File: src/rtl/spi_os_slave.sv
module spi_os_slave #(
  parameter int WORD_W = 8
) (
  input  logic              clk,
  input  logic              rst,
  input  logic              sclk_i,
  input  logic              csn_i,
  input  logic              mosi_i,
  output logic              miso_o,
  input  logic [WORD_W-1:0] tx_word,
  input  logic              tx_valid,
  output logic              tx_ready,
  output logic [WORD_W-1:0] rx_word,
  output logic              rx_valid
);
  localparam int CNT_W = (WORD_W > 2) ? $clog2(WORD_W) : 1;
  localparam logic [CNT_W-1:0] LAST_BIT = CNT_W'(WORD_W - 1);

  // [0],[1]: synchronizer stages; [2]: previous synchronized sample
  logic [2:0] sclk_q, csn_q;
  logic [1:0] mosi_q;

  always_ff @(posedge clk) begin
    if (rst) begin
      sclk_q <= '0;
      csn_q  <= '1;
      mosi_q <= '0;
    end else begin
      sclk_q <= {sclk_q[1:0], sclk_i};
      csn_q  <= {csn_q[1:0], csn_i};
      mosi_q <= {mosi_q[0], mosi_i};
    end
  end

  wire rise_e   = sclk_q[1] & ~sclk_q[2];
  wire fall_e   = ~sclk_q[1] & sclk_q[2];
  wire cs_on    = ~csn_q[1];
  wire cs_start = cs_on & csn_q[2];

  logic [WORD_W-1:0] tx_sh, rx_sh, pend;
  logic              pend_full, from_pend, active;
  logic [CNT_W-1:0]  cnt;

  wire              at_boundary = (cnt == '0);
  wire [WORD_W-1:0] next_word   = pend_full ? pend : '0;

  assign tx_ready = ~pend_full;
  assign miso_o   = active & tx_sh[WORD_W-1];

  always_ff @(posedge clk) begin
    if (rst) begin
      tx_sh     <= '0;
      rx_sh     <= '0;
      pend      <= '0;
      pend_full <= 1'b0;
      from_pend <= 1'b0;
      active    <= 1'b0;
      cnt       <= '0;
      rx_word   <= '0;
      rx_valid  <= 1'b0;
    end else begin
      rx_valid <= 1'b0;
      if (tx_valid && !pend_full) begin
        pend      <= tx_word;
        pend_full <= 1'b1;
      end
      if (!cs_on) begin
        active    <= 1'b0;
        cnt       <= '0;
        from_pend <= 1'b0;
      end else if (cs_start) begin
        active    <= 1'b1;
        tx_sh     <= next_word;
        from_pend <= pend_full;
        cnt       <= '0;
      end else if (rise_e) begin
        rx_sh <= {rx_sh[WORD_W-2:0], mosi_q[1]};
        cnt   <= cnt + CNT_W'(1);
        if (at_boundary && from_pend) begin
          pend_full <= 1'b0;
          from_pend <= 1'b0;
        end
        if (cnt == LAST_BIT) begin
          rx_word  <= {rx_sh[WORD_W-2:0], mosi_q[1]};
          rx_valid <= 1'b1;
        end
      end else if (fall_e) begin
        if (at_boundary) begin
          tx_sh     <= next_word;
          from_pend <= pend_full;
        end else begin
          tx_sh <= {tx_sh[WORD_W-2:0], 1'b0};
        end
      end
    end
  end

  a_r4_valid_one_cycle: assert property (@(posedge clk) disable iff (rst)
    rx_valid |=> !rx_valid);

  a_r3_valid_on_wrap: assert property (@(posedge clk) disable iff (rst)
    rx_valid |-> (cnt == '0));

  a_r6_ready_drops: assert property (@(posedge clk) disable iff (rst)
    (tx_valid && tx_ready) |=> !tx_ready);

  a_r7_ready_after_rise: assert property (@(posedge clk) disable iff (rst)
    $rose(tx_ready) |-> $past(rise_e));

  a_r5_miso_steady: assert property (@(posedge clk) disable iff (rst)
    (cs_on && active && !fall_e) |=> $stable(miso_o));

  a_r10_idle_quiet: assert property (@(posedge clk) disable iff (rst)
    !cs_on |=> (!miso_o && !rx_valid));
endmodule

File: config.mk
export PLATFORM = sky130hd
export DESIGN_NAME = spi_os_slave
export DESIGN_NICKNAME = d
export VERILOG_FILES = /design/src/rtl/spi_os_slave.sv
export SDC_FILE = /design/constraint.sdc
export NUM_CORES = 1
export LEC_CHECK = 0
export ABC_AREA = 1
export ABC_CLOCK_PERIOD_IN_PS = 2300
export CAP_MARGIN = 20
export CELL_PAD_IN_SITES_DETAIL_PLACEMENT = 1
export CELL_PAD_IN_SITES_GLOBAL_PLACEMENT = 1
export CORE_MARGIN = 1.5
export CORE_UTILIZATION = 42
export DETAILED_ROUTE_END_ITERATION = 8
export PLACE_DENSITY = 0.93
export SLEW_MARGIN = 20
export SYNTH_ARGS = -nofsm -noshare
export SYNTH_HDL_FRONTEND = slang
export SYNTH_SLANG_ARGS = --single-unit
File: constraint.sdc
create_clock -name clk -period 2.3 [get_ports clk]
set_clock_uncertainty 0.2 [all_clocks]
set_input_delay 0.46 -clock clk [delete_from_list [all_inputs] [get_ports clk]]
set_output_delay 0.46 -clock clk [all_outputs]
set_load 0.05 [all_outputs]
# Yosys cells after proc, flatten, opt, wreduce, memory -nomap -nowiden
# Cells that the tools add are included.
# word_totals
register_bits	46
out_inout_bits	11
wordCells	56
# op_classes
n_addsub	1
n_eq_ne	3
n_mux	16
bitwise_logic	10
reduce_logical	14
# op_table
operator	n
two-way mux 8 bit	5
two-way mux 1 bit	11
AND reduction 3 bit	3
NOT 1 bit	6
nonzero test 3 bit	2
AND 1 bit	4
AND reduction 4 bit	1
OR reduction 4 bit	1
adder 3 x 1 -> 3 bit, second input constant	1
== test 3 bit, second input constant	1
zero test 3 bit	1
!= test 3 x 1 -> 1 bit, second input constant	1
OR reduction 3 bit	1
logical AND 1 bit	2
!= test 2 x 1 -> 1 bit, second input constant	1
nonzero test 2 bit	1
OR reduction 2 bit	1
zero test 1 bit	1

# Longest topological paths before layout
# logic_depth
depth_word	7
depth_mapped	9
ltp_nobuf	8

# Worst setup path after synthesis
# No wires, ideal clock.
# synth_timing
kind	register -> register
startpoint	reg pend_full
endpoint	reg pend[0]
arrival_ns	1.177
path_slack_ns	0.859
stages_incl_launch_ff	6
n_path_buf	0
period_less_slack_ns	1.441
path_cell_list	dfxtp_1 -> inv_1 -> nand2_1 -> inv_1 -> nor2_1 -> nor2_1
# synth_between
elab_chain_cells	2
# synth_lines
element	line	source
start: declaration	41	logic pend_full, from_pend, active;
start signal: assignment	55	pend_full <= 1'b0;
start signal: assignment	65	pend_full <= 1'b1;
start signal: assignment	80	pend_full <= 1'b0;
zero test 1 bit	63	if (tx_valid && !pend_full) begin
logical AND 1 bit	63	
end signal: assignment	64	pend <= tx_word;
end: declaration	40	logic [WORD_W-1:0] tx_sh, rx_sh, pend;
# Every way passes these cells.
# A chain may end at the register's enable or synchronous reset.

# Final worst setup path
# layout_timing
startpoint	reg active
endpoint	out miso_o
# layout_between
elab_chain_cells	1
# layout_lines
element	line	source
start: declaration	41	
start signal: assignment	57	active <= 1'b0;
start signal: assignment	68	active <= 1'b0;
start signal: assignment	72	active <= 1'b1;
AND 1 bit	48	assign miso_o = active & tx_sh[WORD_W-1];
end: declaration	9	output logic miso_o,
# Every way passes these cells.

==> metrics.txt <==
# TYPE chip_impl_metric gauge
chip_impl_metric{name="core",unit="µm²"} 4350
chip_impl_metric{name="timing.critical_path.fanout_max",unit=""} 2
chip_impl_metric{name="route.final.wire_length",unit="mm"} 4.41
chip_impl_metric{name="synth_warnings",unit=""} 0
chip_impl_info{name="run_status",value="finished, final reports clean"} 1
chip_impl_info{name="critical_path.startpoint_type",value="register"} 1
chip_impl_metric{name="syn_nets",unit=""} 271
chip_impl_metric{name="cts_max_level",unit=""} 2
chip_impl_info{name="tritoncts_clock_tree",value="built"} 1
chip_impl_info{name="root_buffer_cell",value="sky130_fd_sc_hd__clkbuf_8"} 1
chip_impl_metric{name="numPortBuffers",unit=""} 24
chip_impl_info{name="timing.setup.critical_path_class",value="register to primary output"} 1
chip_impl_metric{name="gr-usage-all-layers",unit="%"} 19.7
chip_impl_metric{name="num_io_pins",unit=""} 25
chip_impl_metric{name="starting_utilization_of_the_core_area",unit="%"} 43.9
chip_impl_metric{name="ctsLongestPathBuffers",unit=""} 2
chip_impl_metric{name="routed_via_density",unit=""} 4.98
chip_impl_metric{name="dp.final_hpwl",unit="mm"} 3.16
chip_impl_metric{name="crit_share_post_route",unit="%"} 95.1
chip_impl_metric{name="chipWidth",unit="µm"} 70.4
chip_impl_metric{name="clock.fmax",unit="GHz"} 0.457
chip_impl_metric{name="path_clk_slew",unit="ns"} 0.08
chip_impl_metric{name="ctsHoldBuffers",unit=""} 0
chip_impl_metric{name="core.rowCount",unit=""} 24
chip_impl_metric{name="synthesis_to_layout_area_growth",unit="%"} 22.3
chip_impl_metric{name="final.setup.tns",unit="ns"} 0
chip_impl_metric{name="dpl-instance-area",unit="µm²"} 2190
chip_impl_metric{name="number_of_cts_inserted_buffers",unit=""} 5
chip_impl_metric{name="clk_latency",unit="ns"} 0.30
chip_impl_metric{name="tritoncts_num_sinks",unit=""} 46
chip_impl_metric{name="fin_cells",unit=""} 332
chip_impl_metric{name="grt_pass1_vias",unit=""} 1698
chip_impl_metric{name="layout.nets",unit=""} 298
chip_impl_metric{name="synth.ff_latch_count",unit=""} 46
chip_impl_metric{name="report.final.setup_viol",unit=""} 0
chip_impl_metric{name="detail_route.iter0.violations",unit=""} 47
chip_impl_metric{name="die_height",unit="µm"} 70.4
chip_impl_info{name="min_path_type",value="register to register"} 1
chip_impl_metric{name="synth-seq-area-share",unit="%"} 48.2
chip_impl_metric{name="p_per_area",unit="nW/µm²"} 729
chip_impl_metric{name="aggregate_global_routing_overflow",unit=""} 0
chip_impl_info{name="launching_instance_or_port_of_the_critical_path",value="active$_SDFFE_PP0P_"} 1
chip_impl_metric{name="finalInstanceArea",unit="µm²"} 2330
chip_impl_metric{name="ant_nets",unit=""} 0
chip_impl_metric{name="grt_max_degree",unit=""} 20
chip_impl_metric{name="avgRoutedWirePerCell",unit="µm"} 13.3
chip_impl_metric{name="syn_area_per_cell",unit="µm²"} 7.58
chip_impl_metric{name="grt_first_pass_wirelength",unit="mm"} 7.62
chip_impl_metric{name="cts.repair_timing.setup_buffer_count",unit=""} 0
chip_impl_info{name="hold_path.startpoint",value="csn_q[0]$_SDFF_PP1_"} 1
chip_impl_info{name="critical_path.reg2reg.startpoint",value="sclk_q[2]$_SDFF_PP0_"} 1
chip_impl_metric{name="place_inst",unit=""} 324
chip_impl_metric{name="synthesis.instances",unit=""} 252
chip_impl_metric{name="drc_errors",unit=""} 0
chip_impl_metric{name="timing.critical_path.arrival",unit="ns"} 1.53
chip_impl_info{name="end_kind",value="primary output"} 1
chip_impl_metric{name="dr.pass1.iters",unit=""} 4
chip_impl_metric{name="cap_violations",unit=""} 0
chip_impl_metric{name="dp_worst_setup_slack",unit="ns"} 0.429
chip_impl_metric{name="total_leakage_power",unit="nW"} 1.03
chip_impl_info{name="grt_setup_unrepaired",value="no"} 1
chip_impl_metric{name="final_hold_viol_count",unit=""} 0
chip_impl_metric{name="worst_pin_slew",unit="ns"} 0.506
chip_impl_metric{name="antenna_diode_count",unit=""} 0
chip_impl_metric{name="final.setup.worst_slack",unit="ns"} 0.112
chip_impl_metric{name="gp_routability_congestion",unit=""} 0.778
chip_impl_metric{name="maxSlewHeadroom",unit="%"} 66.2
chip_impl_metric{name="final_layout_size_suffix_gt1_share",unit="%"} 9.29
chip_impl_metric{name="worst-endpoint-required",unit="ns"} 1.64
chip_impl_metric{name="total_via_count_in_the_routed_design",unit=""} 1654
chip_impl_metric{name="antenna_found_initial",unit=""} 0
chip_impl_metric{name="die_area",unit="µm²"} 4960
chip_impl_metric{name="mappedNetlistArea",unit="µm²"} 1910
chip_impl_metric{name="total_power",unit="W"} 0.00170
chip_impl_metric{name="finalCriticalPeriod",unit="ns"} 2.19
chip_impl_metric{name="timing.final.max_slew_violations",unit=""} 0
chip_impl_metric{name="cts.repair.resized",unit=""} 0
chip_impl_metric{name="highest_ir_drop_seen_on_vdd",unit="µV"} 770
chip_impl_metric{name="yosysUniqueCellTypes",unit=""} 22
[layer usage]
layer  GRT usage, %  share of wire (%)  vias to the layer above  wire length, µm
met5              0                  0                        -                0
li1               -                  -                      845                -
met3           3.90                2.9                        8              130
met1           23.0                 44                      778             1930
met4           8.97                2.0                        0               87
met2           34.6                 51                       23             2270
[cell usage in the layout, fill, tap and decap left out]
cell type / n
sky130_fd_sc_hd__inv_2: 2
sky130_fd_sc_hd__inv_4: 1
sky130_fd_sc_hd__nor2_1: 38
sky130_fd_sc_hd__o21ai_1: 2
sky130_fd_sc_hd__a21oi_1: 18
sky130_fd_sc_hd__nand2_2: 3
sky130_fd_sc_hd__dfxtp_1: 46
sky130_fd_sc_hd__nand3_4: 2
sky130_fd_sc_hd__nor2_4: 2
sky130_fd_sc_hd__clkbuf_8: 6
sky130_fd_sc_hd__bufinv_16: 2
sky130_fd_sc_hd__a31oi_1: 1
sky130_fd_sc_hd__nand3b_1: 1
sky130_fd_sc_hd__nand2_1: 48
sky130_fd_sc_hd__ha_1: 5
sky130_fd_sc_hd__nand2_4: 2
sky130_fd_sc_hd__or2_2: 2
sky130_fd_sc_hd__inv_1: 31
sky130_fd_sc_hd__buf_4: 4
sky130_fd_sc_hd__nand3_1: 20
sky130_fd_sc_hd__o21ai_0: 21
sky130_fd_sc_hd__clkdlybuf4s50_1: 23
[power by group]
part           switching (W)  internal (W)
Clock               0.000278      0.000463
Sequential         0.0000158      0.000822
Combinational      0.0000703     0.0000530
[cells by family after synthesis]
logic type	share of synthesized area (%)
compound gates	11.1
flops	48.2
buf+inv	9.04
simple gates	28.4
fa+ha+maj	3.28
[Yosys cell counts]
cell,count,share of area (%)
sky130_fd_sc_hd__a21oi_1,18,4.7
sky130_fd_sc_hd__a31oi_1,1,0.33
sky130_fd_sc_hd__buf_2,4,1.0
sky130_fd_sc_hd__buf_4,1,0.39
sky130_fd_sc_hd__buf_6,1,0.59
sky130_fd_sc_hd__clkbuf_1,1,0.20
sky130_fd_sc_hd__dfxtp_1,46,48
sky130_fd_sc_hd__ha_1,5,3.3
sky130_fd_sc_hd__inv_1,31,6.1
sky130_fd_sc_hd__inv_2,2,0.39
sky130_fd_sc_hd__inv_4,1,0.33
sky130_fd_sc_hd__nand2_1,48,9.4
sky130_fd_sc_hd__nand2_2,3,0.98
sky130_fd_sc_hd__nand2_4,2,1.2
sky130_fd_sc_hd__nand3_1,20,5.2
sky130_fd_sc_hd__nand3_4,2,1.8
sky130_fd_sc_hd__nand3b_1,1,0.39
sky130_fd_sc_hd__nor2_1,38,7.5
sky130_fd_sc_hd__nor2_4,2,1.2
sky130_fd_sc_hd__o21ai_0,21,5.5
sky130_fd_sc_hd__o21ai_1,2,0.52
sky130_fd_sc_hd__or2_2,2,0.66
[flip-flops by register name (all words and copies together) (netlist names)]
| signal | cells |
|---|---|
| pend | 8 |
| rx_word | 8 |
| tx_sh | 8 |
| rx_sh | 7 |
| cnt | 3 |
| csn_q | 3 |
| sclk_q | 3 |
| mosi_q | 2 |
| active | 1 |
| from_pend | 1 |
| pend_full | 1 |
| rx_valid | 1 |
[worst max-delay path, cell delays in order, from the launching register on]
cell                              delay (ns)
sky130_fd_sc_hd__dfxtp_1                0.34
sky130_fd_sc_hd__nand2_1                0.06
sky130_fd_sc_hd__inv_1                  0.05
sky130_fd_sc_hd__clkdlybuf4s50_1        0.79
[path summary, 6_finish.rpt]
| path | endpoint | slack [ns] | cells past startpoint |
|---|---|---|---|
| min reg2reg | csn_q[1]$_SDFF_PP1_ | 0.22 | 1 |
| min | csn_q[1]$_SDFF_PP1_ | 0.22 | 1 |
| max reg2reg | rx_word[3]$_SDFFE_PP0P_ | 0.50 | 7 |
| max | miso_o | 0.11 | 3 |
[through the flow]
step | hold slack, ns | utilization, %
2_1_floorplan | 0.188 | -
3_5_place_dp | 0.199 | 50.3
5_1_grt | 0.224 | 53.6
6_report | 0.215 | 53.6
3_3_place_gp | 0.189 | 50.3
4_1_cts | 0.220 | 53.6
[layout make-up]
cell class                 instances  area, µm²
clock buffer                       6       82.6
clock inverter                     2       60.1
fill                             549       2020
inverter                          34        130
multi-input combinational        165        816
sequential                        46        921
tap                               52       65.1
timing repair buffer              27        260
(Power assumes the default switching activity.)
